File: config.mk
export PLATFORM = sky130hd
export DESIGN_NAME = decode_cache
export DESIGN_NICKNAME = d
export VERILOG_FILES = /design/src/rtl/dic_pkg.sv /design/src/rtl/dic_stamp_table.sv /design/src/rtl/dic_entry_array.sv /design/src/rtl/dic_stats.sv /design/src/rtl/decode_cache.sv
export SDC_FILE = /design/constraint.sdc
export NUM_CORES = 2
export LEC_CHECK = 0
export BUFFER_PORTS_ARGS = -buffer_cell sky130_fd_sc_hd__buf_4
export CAP_MARGIN = 5
export CORE_ASPECT_RATIO = 2
export CORE_MARGIN = 10
export CORE_UTILIZATION = 33
export DETAILED_ROUTE_END_ITERATION = 8
export PLACE_DENSITY = 0.51
export SYNTH_ARGS = -nofsm -noshare
export SYNTH_HDL_FRONTEND = slang
export SYNTH_SLANG_ARGS = --single-unit
File: constraint.sdc
create_clock -name clk -period 4.6 [get_ports clk]
set_input_delay 0.92 -clock clk [delete_from_list [all_inputs] [get_ports clk]]
set_output_delay 0.92 -clock clk [all_outputs]
set_load 0.02 [all_outputs]
File: src/rtl/dic_pkg.sv
`timescale 1ns/1ps
package dic_pkg;
  localparam int PAGE_BITS = 12;
  localparam int FETCH_MAX = 15;

  typedef logic [3:0] fetch_len_t;

  typedef enum logic {
    DLV_CACHE = 1'b0,
    DLV_SIDE  = 1'b1
  } dlv_src_e;

  // Bytes available to the decoder from a page offset.
  function automatic fetch_len_t fetch_len(input logic [PAGE_BITS-1:0] off);
    logic [PAGE_BITS:0] left;
    left = (PAGE_BITS+1)'(1 << PAGE_BITS) - {1'b0, off};
    if (left < (PAGE_BITS+1)'(FETCH_MAX)) return left[3:0];
    return fetch_len_t'(FETCH_MAX);
  endfunction
endpackage

File: src/rtl/dic_stamp_table.sv
`timescale 1ns/1ps
module dic_stamp_table #(
  parameter int PADDR_W   = 16,
  parameter int PAGE_BITS = 12,
  parameter int STAMP_W   = 8,
  parameter int MODE_W    = 2
) (
  input  logic                          clk,
  input  logic                          rst_n,
  input  logic                          inv_all,
  input  logic                          bump_valid,
  input  logic [PADDR_W-PAGE_BITS-1:0]  bump_page,
  input  logic                          mode_valid,
  input  logic [PADDR_W-PAGE_BITS-1:0]  mode_page,
  input  logic [MODE_W-1:0]             mode_bits,
  input  logic [PADDR_W-PAGE_BITS-1:0]  rd_a_page,
  output logic [STAMP_W-1:0]            rd_a_stamp,
  input  logic [PADDR_W-PAGE_BITS-1:0]  rd_b_page,
  output logic [STAMP_W-1:0]            rd_b_stamp
);
  localparam int PG_W  = PADDR_W - PAGE_BITS;
  localparam int PAGES = 1 << PG_W;
  localparam int CNT_W = STAMP_W - MODE_W;

  logic [STAMP_W-1:0] stamp_all [PAGES];

  function automatic logic [CNT_W-1:0] bump_cnt(input logic [CNT_W-1:0] c);
    logic [CNT_W-1:0] n;
    n = c + 1'b1;
    if (&n) n = '0;
    return n;
  endfunction

  for (genvar p = 0; p < PAGES; p++) begin : g_pg
    logic [STAMP_W-1:0] q;
    logic [STAMP_W-1:0] d;
    logic               en;
    logic               hit_b;
    logic               hit_m;

    assign hit_b = bump_valid && (bump_page == PG_W'(p));
    assign hit_m = mode_valid && (mode_page == PG_W'(p));
    assign en    = inv_all | hit_b | hit_m;

    always_comb begin
      d = q;
      if (hit_m && (q[STAMP_W-1 -: MODE_W] != mode_bits))
        d[STAMP_W-1 -: MODE_W] = mode_bits;
      if (hit_b)
        d[CNT_W-1:0] = bump_cnt(q[CNT_W-1:0]);
      if (inv_all)
        d = '0;
    end

    always_ff @(posedge clk or negedge rst_n) begin
      if (!rst_n)  q <= '0;
      else if (en) q <= d;
    end

    assign stamp_all[p] = q;
  end

  assign rd_a_stamp = stamp_all[rd_a_page];
  assign rd_b_stamp = stamp_all[rd_b_page];
endmodule

File: src/rtl/dic_entry_array.sv
`timescale 1ns/1ps
module dic_entry_array #(
  parameter int PADDR_W = 16,
  parameter int IDX_W   = 4,
  parameter int PAY_W   = 32,
  parameter int STAMP_W = 8
) (
  input  logic               clk,
  input  logic               rst_n,
  input  logic               inv_all,
  input  logic [IDX_W-1:0]   rd_idx,
  output logic [PADDR_W-1:0] rd_addr,
  output logic [STAMP_W-1:0] rd_stamp,
  output logic [PAY_W-1:0]   rd_pay,
  input  logic               kill_valid,
  input  logic [IDX_W-1:0]   kill_idx,
  input  logic               fill_valid,
  input  logic [IDX_W-1:0]   fill_idx,
  input  logic [PADDR_W-1:0] fill_addr,
  input  logic [STAMP_W-1:0] fill_stamp,
  input  logic [PAY_W-1:0]   fill_pay
);
  localparam int ENTRIES = 1 << IDX_W;
  localparam logic [STAMP_W-1:0] STAMP_INV = '1;

  logic [PADDR_W-1:0] addr_mem  [ENTRIES];
  logic [PAY_W-1:0]   pay_mem   [ENTRIES];
  logic [STAMP_W-1:0] stamp_all [ENTRIES];

  for (genvar e = 0; e < ENTRIES; e++) begin : g_ent
    logic [STAMP_W-1:0] q;
    logic [STAMP_W-1:0] d;
    logic               en;
    logic               sel_f;
    logic               sel_k;

    assign sel_f = fill_valid && (fill_idx == IDX_W'(e));
    assign sel_k = kill_valid && (kill_idx == IDX_W'(e));
    assign en    = inv_all | sel_f | sel_k;

    always_comb begin
      if (inv_all)    d = STAMP_INV;
      else if (sel_f) d = fill_stamp;
      else            d = STAMP_INV;
    end

    always_ff @(posedge clk or negedge rst_n) begin
      if (!rst_n)  q <= STAMP_INV;
      else if (en) q <= d;
    end

    assign stamp_all[e] = q;
  end

  // Data storage needs no reset: a stamp of all ones never matches.
  always_ff @(posedge clk) begin
    if (fill_valid) begin
      addr_mem[fill_idx] <= fill_addr;
      pay_mem[fill_idx]  <= fill_pay;
    end
  end

  assign rd_addr  = addr_mem[rd_idx];
  assign rd_pay   = pay_mem[rd_idx];
  assign rd_stamp = stamp_all[rd_idx];
endmodule

File: src/rtl/dic_stats.sv
`timescale 1ns/1ps
module dic_stats #(
  parameter int STAT_W = 24
) (
  input  logic              clk,
  input  logic              rst_n,
  input  logic              upd,
  input  logic              upd_hit,
  output logic [STAT_W-1:0] hit_cnt,
  output logic [STAT_W-1:0] miss_cnt
);
  logic [STAT_W-1:0] lk_q, lk_d, hit_q, hit_d, miss_q, miss_d;

  always_comb begin
    lk_d   = lk_q + 1'b1;
    hit_d  = hit_q;
    miss_d = miss_q;
    if (lk_d == '0) begin
      hit_d  = '0;
      miss_d = '0;
    end else if (upd_hit) begin
      hit_d  = hit_q + 1'b1;
    end else begin
      miss_d = miss_q + 1'b1;
    end
  end

  always_ff @(posedge clk or negedge rst_n) begin
    if (!rst_n) begin
      lk_q   <= '0;
      hit_q  <= '0;
      miss_q <= '0;
    end else if (upd) begin
      lk_q   <= lk_d;
      hit_q  <= hit_d;
      miss_q <= miss_d;
    end
  end

  assign hit_cnt  = hit_q;
  assign miss_cnt = miss_q;
endmodule

File: src/rtl/decode_cache.sv
`timescale 1ns/1ps
module decode_cache
  import dic_pkg::*;
#(
  parameter int PADDR_W = 16,
  parameter int IDX_W   = 4,
  parameter int PAY_W   = 32,
  parameter int STAMP_W = 8,
  parameter int MODE_W  = 2,
  parameter int STAT_W  = 24
) (
  input  logic               clk,
  input  logic               rst_n,
  input  logic               lk_valid,
  input  logic [PADDR_W-1:0] lk_paddr,
  output logic               rsp_valid,
  output logic               rsp_hit,
  output logic [PAY_W-1:0]   rsp_payload,
  output logic [STAMP_W-1:0] rsp_stamp,
  output logic [3:0]         rsp_len,
  input  logic               fill_valid,
  input  logic               fill_ok,
  input  logic [PADDR_W-1:0] fill_paddr,
  input  logic [PAY_W-1:0]   fill_payload,
  output logic               dlv_valid,
  output logic               dlv_side,
  output logic [PAY_W-1:0]   dlv_payload,
  input  logic               wr_valid,
  input  logic [PADDR_W-1:0] wr_paddr,
  input  logic               mode_valid,
  input  logic [PADDR_W-1:0] mode_paddr,
  input  logic [MODE_W-1:0]  mode_bits,
  input  logic               inv_all,
  output logic [STAT_W-1:0]  hit_cnt,
  output logic [STAT_W-1:0]  miss_cnt
);
  localparam int PG_W = PADDR_W - PAGE_BITS;

  function automatic logic [IDX_W-1:0] fold_idx(input logic [PADDR_W-1:0] a);
    logic [IDX_W-1:0] f;
    f = '0;
    for (int i = 0; i < PADDR_W; i++) f[i % IDX_W] = f[i % IDX_W] ^ a[i];
    return f;
  endfunction

  logic [IDX_W-1:0]   lk_idx, fl_idx;
  logic [STAMP_W-1:0] pg_stamp_lk, pg_stamp_fl;
  logic [PADDR_W-1:0] ent_addr;
  logic [STAMP_W-1:0] ent_stamp;
  logic [PAY_W-1:0]   ent_pay;
  logic               lk_hit;
  logic               fill_wr;

  assign lk_idx  = fold_idx(lk_paddr);
  assign fl_idx  = fold_idx(fill_paddr);
  assign fill_wr = fill_valid && fill_ok;

  dic_stamp_table #(
    .PADDR_W(PADDR_W), .PAGE_BITS(PAGE_BITS), .STAMP_W(STAMP_W), .MODE_W(MODE_W)
  ) u_stamps (
    .clk        (clk),
    .rst_n      (rst_n),
    .inv_all    (inv_all),
    .bump_valid (wr_valid),
    .bump_page  (wr_paddr[PADDR_W-1 -: PG_W]),
    .mode_valid (mode_valid),
    .mode_page  (mode_paddr[PADDR_W-1 -: PG_W]),
    .mode_bits  (mode_bits),
    .rd_a_page  (lk_paddr[PADDR_W-1 -: PG_W]),
    .rd_a_stamp (pg_stamp_lk),
    .rd_b_page  (fill_paddr[PADDR_W-1 -: PG_W]),
    .rd_b_stamp (pg_stamp_fl)
  );

  assign lk_hit = lk_valid && !inv_all && (ent_addr == lk_paddr) &&
                  (ent_stamp == pg_stamp_lk);

  dic_entry_array #(
    .PADDR_W(PADDR_W), .IDX_W(IDX_W), .PAY_W(PAY_W), .STAMP_W(STAMP_W)
  ) u_array (
    .clk        (clk),
    .rst_n      (rst_n),
    .inv_all    (inv_all),
    .rd_idx     (lk_idx),
    .rd_addr    (ent_addr),
    .rd_stamp   (ent_stamp),
    .rd_pay     (ent_pay),
    .kill_valid (lk_valid && !lk_hit),
    .kill_idx   (lk_idx),
    .fill_valid (fill_wr),
    .fill_idx   (fl_idx),
    .fill_addr  (fill_paddr),
    .fill_stamp (pg_stamp_fl),
    .fill_pay   (fill_payload)
  );

  dic_stats #(.STAT_W(STAT_W)) u_stats (
    .clk      (clk),
    .rst_n    (rst_n),
    .upd      (lk_valid),
    .upd_hit  (lk_hit),
    .hit_cnt  (hit_cnt),
    .miss_cnt (miss_cnt)
  );

  // Lookup answer register
  logic               rv_q, rh_q, rv_d, rh_d;
  logic [PAY_W-1:0]   rp_q, rp_d;
  logic [STAMP_W-1:0] rs_q, rs_d;
  fetch_len_t         rl_q, rl_d;

  always_comb begin
    rv_d = lk_valid;
    rh_d = lk_hit;
    rp_d = ent_pay;
    rs_d = pg_stamp_lk;
    rl_d = fetch_len(lk_paddr[PAGE_BITS-1:0]);
  end

  always_ff @(posedge clk or negedge rst_n) begin
    if (!rst_n) begin
      rv_q <= 1'b0;
      rh_q <= 1'b0;
    end else begin
      rv_q <= rv_d;
      rh_q <= rh_d;
    end
  end

  always_ff @(posedge clk or negedge rst_n) begin
    if (!rst_n) begin
      rp_q <= '0;
      rs_q <= '0;
      rl_q <= '0;
    end else if (lk_valid) begin
      rp_q <= rp_d;
      rs_q <= rs_d;
      rl_q <= rl_d;
    end
  end

  assign rsp_valid   = rv_q;
  assign rsp_hit     = rh_q;
  assign rsp_payload = rp_q;
  assign rsp_stamp   = rs_q;
  assign rsp_len     = rl_q;

  // Decoder echo: cache path or side buffer
  logic             dv_q;
  dlv_src_e         src_q, src_d;
  logic [PAY_W-1:0] cp_q, side_q;

  assign src_d = fill_ok ? DLV_CACHE : DLV_SIDE;

  always_ff @(posedge clk or negedge rst_n) begin
    if (!rst_n) begin
      dv_q  <= 1'b0;
      src_q <= DLV_CACHE;
    end else begin
      dv_q  <= fill_valid;
      if (fill_valid) src_q <= src_d;
    end
  end

  always_ff @(posedge clk or negedge rst_n) begin
    if (!rst_n) begin
      cp_q   <= '0;
      side_q <= '0;
    end else begin
      if (fill_wr)                 cp_q   <= fill_payload;
      if (fill_valid && !fill_ok)  side_q <= fill_payload;
    end
  end

  assign dlv_valid   = dv_q;
  assign dlv_side    = (src_q == DLV_SIDE);
  assign dlv_payload = (src_q == DLV_SIDE) ? side_q : cp_q;
endmodule

* Yosys cells after proc, flatten, opt, wreduce, memory -nomap -nowiden
Memories as Yosys holds them, arrays and structs flattened. A register that Yosys moved wholly into a read port is not among the register bits. Index checks and enable logic that the tools add are counted.
Word-level totals: register bits after elaboration 408, bits in latches 0, bits in writable memories 768, bits in read-only memories 0, input port bits 106, output and inout bits 128, logic and storage cells 549, memories kept 2
Memories:
- u_array.pay_mem | depth 16, width 32, rd ports 1, clocked after memory_dff 1, wr ports 1, RTL line dic_entry_array.sv:27 | logic [PAY_W-1:0] pay_mem [ENTRIES];
- u_array.addr_mem | depth 16, width 16, rd ports 1, clocked after memory_dff 0, wr ports 1, RTL line dic_entry_array.sv:26 | logic [PADDR_W-1:0] addr_mem [ENTRIES];
Operators by class: add/subtract/negate cells 20, multiply operators 0, div/mod/pow operators 0, $lt $le $gt $ge 4, equal/unequal tests 79, shift operators 0, mux-type cells 116, bitwise operators 91, reduce and logical (&&, ||, !) cells 178
Operators by type and width (number):
- two-way mux 8 bit | 54
- two-way mux 6 bit | 32
- equality test 4 bit, second input constant | 32
- adder 6 x 1 -> 6 bit, second input constant | 16
- binary-select mux 8 bit (select 4 bit) | 3
- two-way mux 24 bit | 4
- AND reduction 6 bit | 16
- logical AND 1 bit | 86
- adder 24 x 1 -> 24 bit, second input constant | 3
- AND reduction 2 bit | 34
- nonzero test 2 bit | 33
- equality test 4 x 3 -> 1 bit, second input constant | 16
- bitwise OR 1 bit | 64
- equality test 4 x 2 -> 1 bit, second input constant | 8
- two-way mux 2 bit | 16
- two-way mux 32 bit | 1
- inequality test 2 bit | 16
- zero test 24 bit | 1
- XOR 1 bit | 24
- equality test 16 bit | 1
- equality test 4 x 1 -> 1 bit, second input constant | 4
- zero test 4 bit | 4
- greater-or-equal comparator 5 bit, second input constant | 3
- inverter 4 -> 5 bit | 3
- other kinds (7) | 14

* Longest topological paths before layout
depth in word-level cells 13, gate-level depth with buffers 19, mapped depth without buffers 12

* Cells and area by module
A second synthesis with hierarchy kept.
Unflattened totals: cell total of the unflattened synthesis 3554, area total of the unflattened synthesis 54217.0 um2
By module, submodules not included:
- dic_entry_array | instances 1, cells an instance 1760, area an instance 35330.1 um2, sequential area each 26425.3 um2
- dic_stamp_table | instances 1, cells an instance 977, area an instance 9517.9 um2, sequential area each 3203.1 um2
- decode_cache | instances 1, cells an instance 377, area an instance 5263.8 um2, sequential area each 2802.7 um2
- dic_stats | instances 1, cells an instance 440, area an instance 4105.2 um2, sequential area each 1801.7 um2

* Least setup slack after synthesis
Ideal clock, no wire load.
path kind input port to flip-flop, start input port fill_paddr[12], end register u_array.g_ent[4].q[0], setup time 0.062 ns, arrival time 4.974 ns, required time 4.538 ns, slack -0.436 ns, stages 9, buffers on the path 2, path through clkbuf_1 buf_1 xor2_1 xor2_1 nand2_1 nor2_1 nor2_1 o31ai_1 o22a_1
On the way: cells in the longest elaborated chain, start to end 6, elaborated cells between the ends (all ways) 11, classes of those cells 1 x eq/ne; 5 x mux; 4 x bitwise; 1 x reduce/logical
Ends and longest elaborated chain:
- from (decl) | RTL line decode_cache.sv:23 | input logic [PADDR_W-1:0] fill_paddr,
- inverter 4 -> 5 bit (not written as such) | RTL line dic_stamp_table.sv:64 | assign rd_b_stamp = stamp_all[rd_b_page];
- binary-select mux 8 bit (select 4 bit) | RTL line dic_stamp_table.sv:64
- two-way mux 8 bit (not written as such) (2 in series) | RTL line dic_stamp_table.sv:64
- two-way mux 8 bit | RTL line dic_entry_array.sv:43 | else if (sel_f) d = fill_stamp;
- two-way mux 8 bit | RTL line dic_entry_array.sv:42 | if (inv_all) d = STAMP_INV;
- to (signal assigned) | RTL line dic_entry_array.sv:48 | if (!rst_n) q <= STAMP_INV;
- to (signal assigned) | RTL line dic_entry_array.sv:49 | else if (en) q <= d;
- to (decl) | RTL line dic_entry_array.sv:31 | logic [STAMP_W-1:0] q;
Parallel ways exist; a longest one is shown, timed or not. The select of a mux whose other input is x is not followed. A chain may end at the register's enable or synchronous reset.

* Worst setup path after layout
start input port lk_paddr[8], end register u_stats.hit_q[21], in the netlist u_stats.hit_cnt[21]
On the way: cells in the longest elaborated chain, start to end 10, elaborated cells between the ends (all ways) 13, classes of those cells 2 x eq/ne; 3 x mux; 3 x bitwise; 4 x reduce/logical; 1 x memory
Ends and longest elaborated chain:
- from (decl) | RTL line decode_cache.sv:15 | input logic [PADDR_W-1:0] lk_paddr,
- XOR 1 bit (2 in series) | RTL line decode_cache.sv:42 | for (int i = 0; i < PADDR_W; i++) f[i % IDX_W] = f[i % IDX_W] ^ a[i];
- inverter 4 -> 5 bit (not written as such) | RTL line dic_entry_array.sv:65 | assign rd_stamp = stamp_all[rd_idx];
- binary-select mux 8 bit (select 4 bit) | RTL line dic_entry_array.sv:65
- two-way mux 8 bit (not written as such) (2 in series) | RTL line dic_entry_array.sv:65
- equality test 8 bit | RTL line decode_cache.sv:76 | (ent_stamp == pg_stamp_lk);
- logical AND 1 bit (*) | RTL line decode_cache.sv:75 | assign lk_hit = lk_valid && !inv_all && (ent_addr == lk_paddr) &&
- nonzero test 2 bit (no line) (*)
- AND reduction 2 bit (no line) (*)
- to (signal assigned) | RTL line dic_stats.sv:35 | hit_q <= hit_d;
- to (decl) | RTL line dic_stats.sv:12 | logic [STAT_W-1:0] lk_q, lk_d, hit_q, hit_d, miss_q, miss_d;
Mark *: on every way between the ends. The rest lies on a longest branch, timed or not. The select of a mux whose other input is x is not followed.

==> out/results.ini <==
[sta]
worst_pin_slew_ns = 1.04
clock_skew_ns = 0.0336
setup_viol = 0
whs_ns = 0.248
maxSlewViolCount = 0
rsz0062_at_grt = yes
finalHoldViolations = 0
max_freq_ghz = 0.221
period_share = 0.982
slew_headroom = 0.300
layout_min_cycle_time_ns = 4.52

[yosys]
synth_cells = 3420
synthArstFlopShare = 0.364
yosysUniqueCellTypes = 72
synth_nets = 3563
synth-main-ff-cell = edfxtp_1
seq_area_frac_synth = 0.638
synth_seq_cells = 1208
ys_warn_count = 0
syn_avg_cell_area_sq_um = 15.7
synth-edff-count = 768
syn-cell-area_sq_um = 53700

[placement]
port_buffers = 209
dp_hpwl_microns = 106000
place.gp.congestion = 0.865

[clock_tree]
numClockSinks = 1208
tritoncts = yes
cts-buffers-inserted = 112
cts.reportedPaths.clkPinSlew_ns = 0.07
clock_latency_ns = 0.73
ctsHoldBuffers = 0
htree_levels = 3
clockBufferDepth = 3
clockRootBuffer = clkbuf_16

[critical_path]
slowest_delay_ns = 0.57
r2r_cells = 12
worstPathMaxFanout = 30
path_common_cell = buf_12
critPathTopFamily = simple AND/OR/NAND/NOR gates
cp_cell_sequence = buf_4, xor2_4, xnor2_4, buf_12, buf_12, buf_12, mux4_2, nor2_1, nor4_1, xnor2_1, buf_4, nand4_1, or4_1, buf_4, or2_2, buf_12, nor4_2, mux2i_1
worstSetupPathType = in -> reg
required_ns = 5.25
slowest_stage = nor4_1
cp-end-kind = register
start_kind = input pin
arrival_ns = 5.17
cp.depth = 18
cp_num_buf_inv = 7

[power_and_ir_drop]
leakage_nw = 22.5
ir_drop_mv = 0.345
finalPower_mw = 27.3
power_density_nw_per_um2 = 429

[route]
viasPerCell = 5.40
first_pass_iters = 5
post-route-drc-count = 0
drt_iter0_drc = 1999
routed_wl_microns = 160000
drtAntennaViolNets = 0
wl_per_cell_microns = 26.6
num_vias = 32500

[floorplanning]
pin_count = 234
fp.dieW_microns = 305
initial_utilization = 0.332
die_h_microns = 590
fp.coreArea_sq_um = 162000
rows = 209
die_area_sq_um = 180000

[job]
drv_cap = 0

[finish]
final_util = 0.393
drive_gt1_frac = 0.336
area_delta_synth_final_pct = 18.6
final_cell_mix = edfxtp_1, buf_4, mux4_2
final_common_cell = edfxtp_1
nets = 3942

[grt]
globalRoute.totalOverflow = 0
grt_pass1_vias = 34000
grt_start_max_net_pins = 86
grt_pass1_wl_microns = 235000
grt_usage = 0.174
grt_antenna_before_repair = 10

[worst_hold_path]
worst_hold_path_type = in -> async

[outcome]
status = finished clean

==> report_power, final <==
part	internal, mW	switching, mW	leakage (nW)
clock	5.28	4.34	1.81
sequential	12.2	0.374	12.3
combinational	2.37	2.73	8.42
==> sequential cells by signal, summed over array words and instances, names as in the netlist, 32 cells and up <==
register	flops
side_q	32
u_array.g_ent.q	128
rsp_payload	32
u_array.pay_mem	512
u_stamps.g_pg.q	128
cp_q	32
u_array.addr_mem	256
==> kinds of logic after synthesis <==
group	share of synthesized area
simple gates	0.0696
buf+inv	0.0191
fa+ha+maj	0.00862
flops	0.638
mux	0.180
compound gates	0.0659
xor+xnor	0.0190
==> worst paths after layout <==
kind                                                         start                                 end  slack [ns]
worst max-delay path                                   lk_paddr[8]     u_stats.hit_cnt[21]$_DFFE_PN0P_        0.08
min in group clk                                        fill_valid                 dlv_valid$_DFF_PN0_        0.32
max in group asynchronous                                    rst_n  u_array.g_ent[14].q[0]$_DFFE_PN1P_        3.24
worst min-delay path                                         rst_n   u_stamps.g_pg[6].q[3]$_DFFE_PN0P_        0.25
worst min register to register              rsp_len[0]$_DFFE_PN0P_              rsp_len[0]$_DFFE_PN0P_        0.50
worst max register to register  u_stamps.g_pg[15].q[2]$_DFFE_PN0P_     u_stats.hit_cnt[21]$_DFFE_PN0P_        0.45
==> cell usage after synthesis (all sizes together) (21+ instances only) <==
| library cell | n | area share |
|---|---|---|
| xnor2 | 75 | 0.013 |
| nor2b | 37 | 0.0043 |
| inv | 38 | 0.0027 |
| buf | 97 | 0.0090 |
| and3 | 45 | 0.0052 |
| mux2i | 76 | 0.014 |
| nor2 | 150 | 0.010 |
| o22a | 135 | 0.022 |
| o21ai | 164 | 0.016 |
| clkbuf | 106 | 0.0074 |
| mux2 | 139 | 0.029 |
| nor4 | 21 | 0.0027 |
| nor3 | 56 | 0.0052 |
| nand2b | 45 | 0.0052 |
| dfrtp | 312 | 0.15 |
| a21oi | 72 | 0.0067 |
| edfxtp | 768 | 0.43 |
| mux4 | 326 | 0.14 |
| xor2 | 39 | 0.0065 |
| ha | 37 | 0.0086 |
| nand4 | 33 | 0.0038 |
| o31ai | 54 | 0.0075 |
| nand2 | 217 | 0.015 |
| nand3 | 98 | 0.0091 |
| dfstp | 128 | 0.063 |
==> per-layer routing <==
layer | share of wire | vias to the layer above | track usage
met5 | 0.00035 | - | 0
met4 | 0.043 | 10 | 0.0741
met3 | 0.040 | 262 | 0.0244
met2 | 0.55 | 763 | 0.328
met1 | 0.37 | 17300 | 0.191
li1 | - | 14200 | -
==> what timing repair did <==
| action | in CTS | in global routing |
|---|---|---|
| setup buffers | 0 | 2 |
| pin swaps | 0 | 1 |
| endpoints found under the setup margin | 9 | 38 |
| gates cloned | 0 | 1 |
| gates resized for setup | 2 | 4 |
==> final cells by class <==
type	instances	area, sq um
diodes	3	7.51
well taps	2110	2640
fillers	14900	98200
repair buffers	468	4110
inverters	38	143
clock inverters	66	686
multi-input cells	1971	18800
clock buffers	143	3040
flip-flops and latches	1208	34200
==> through the flow <==
stage	instance area (sq um)	TNS (ns)	std cells	setup slack, ns
detailed placement	59900	-105.31	5792	-0.824
global placement	59900	-103.21	5792	-0.764
finish	63700	0	6007	0.0813
floorplan	53900	-0.991	3420	-0.0541
global route	63700	-0.0739	6006	-0.0208
CTS	63600	0	6001	0.0251
(Power assumes the default switching activity.)
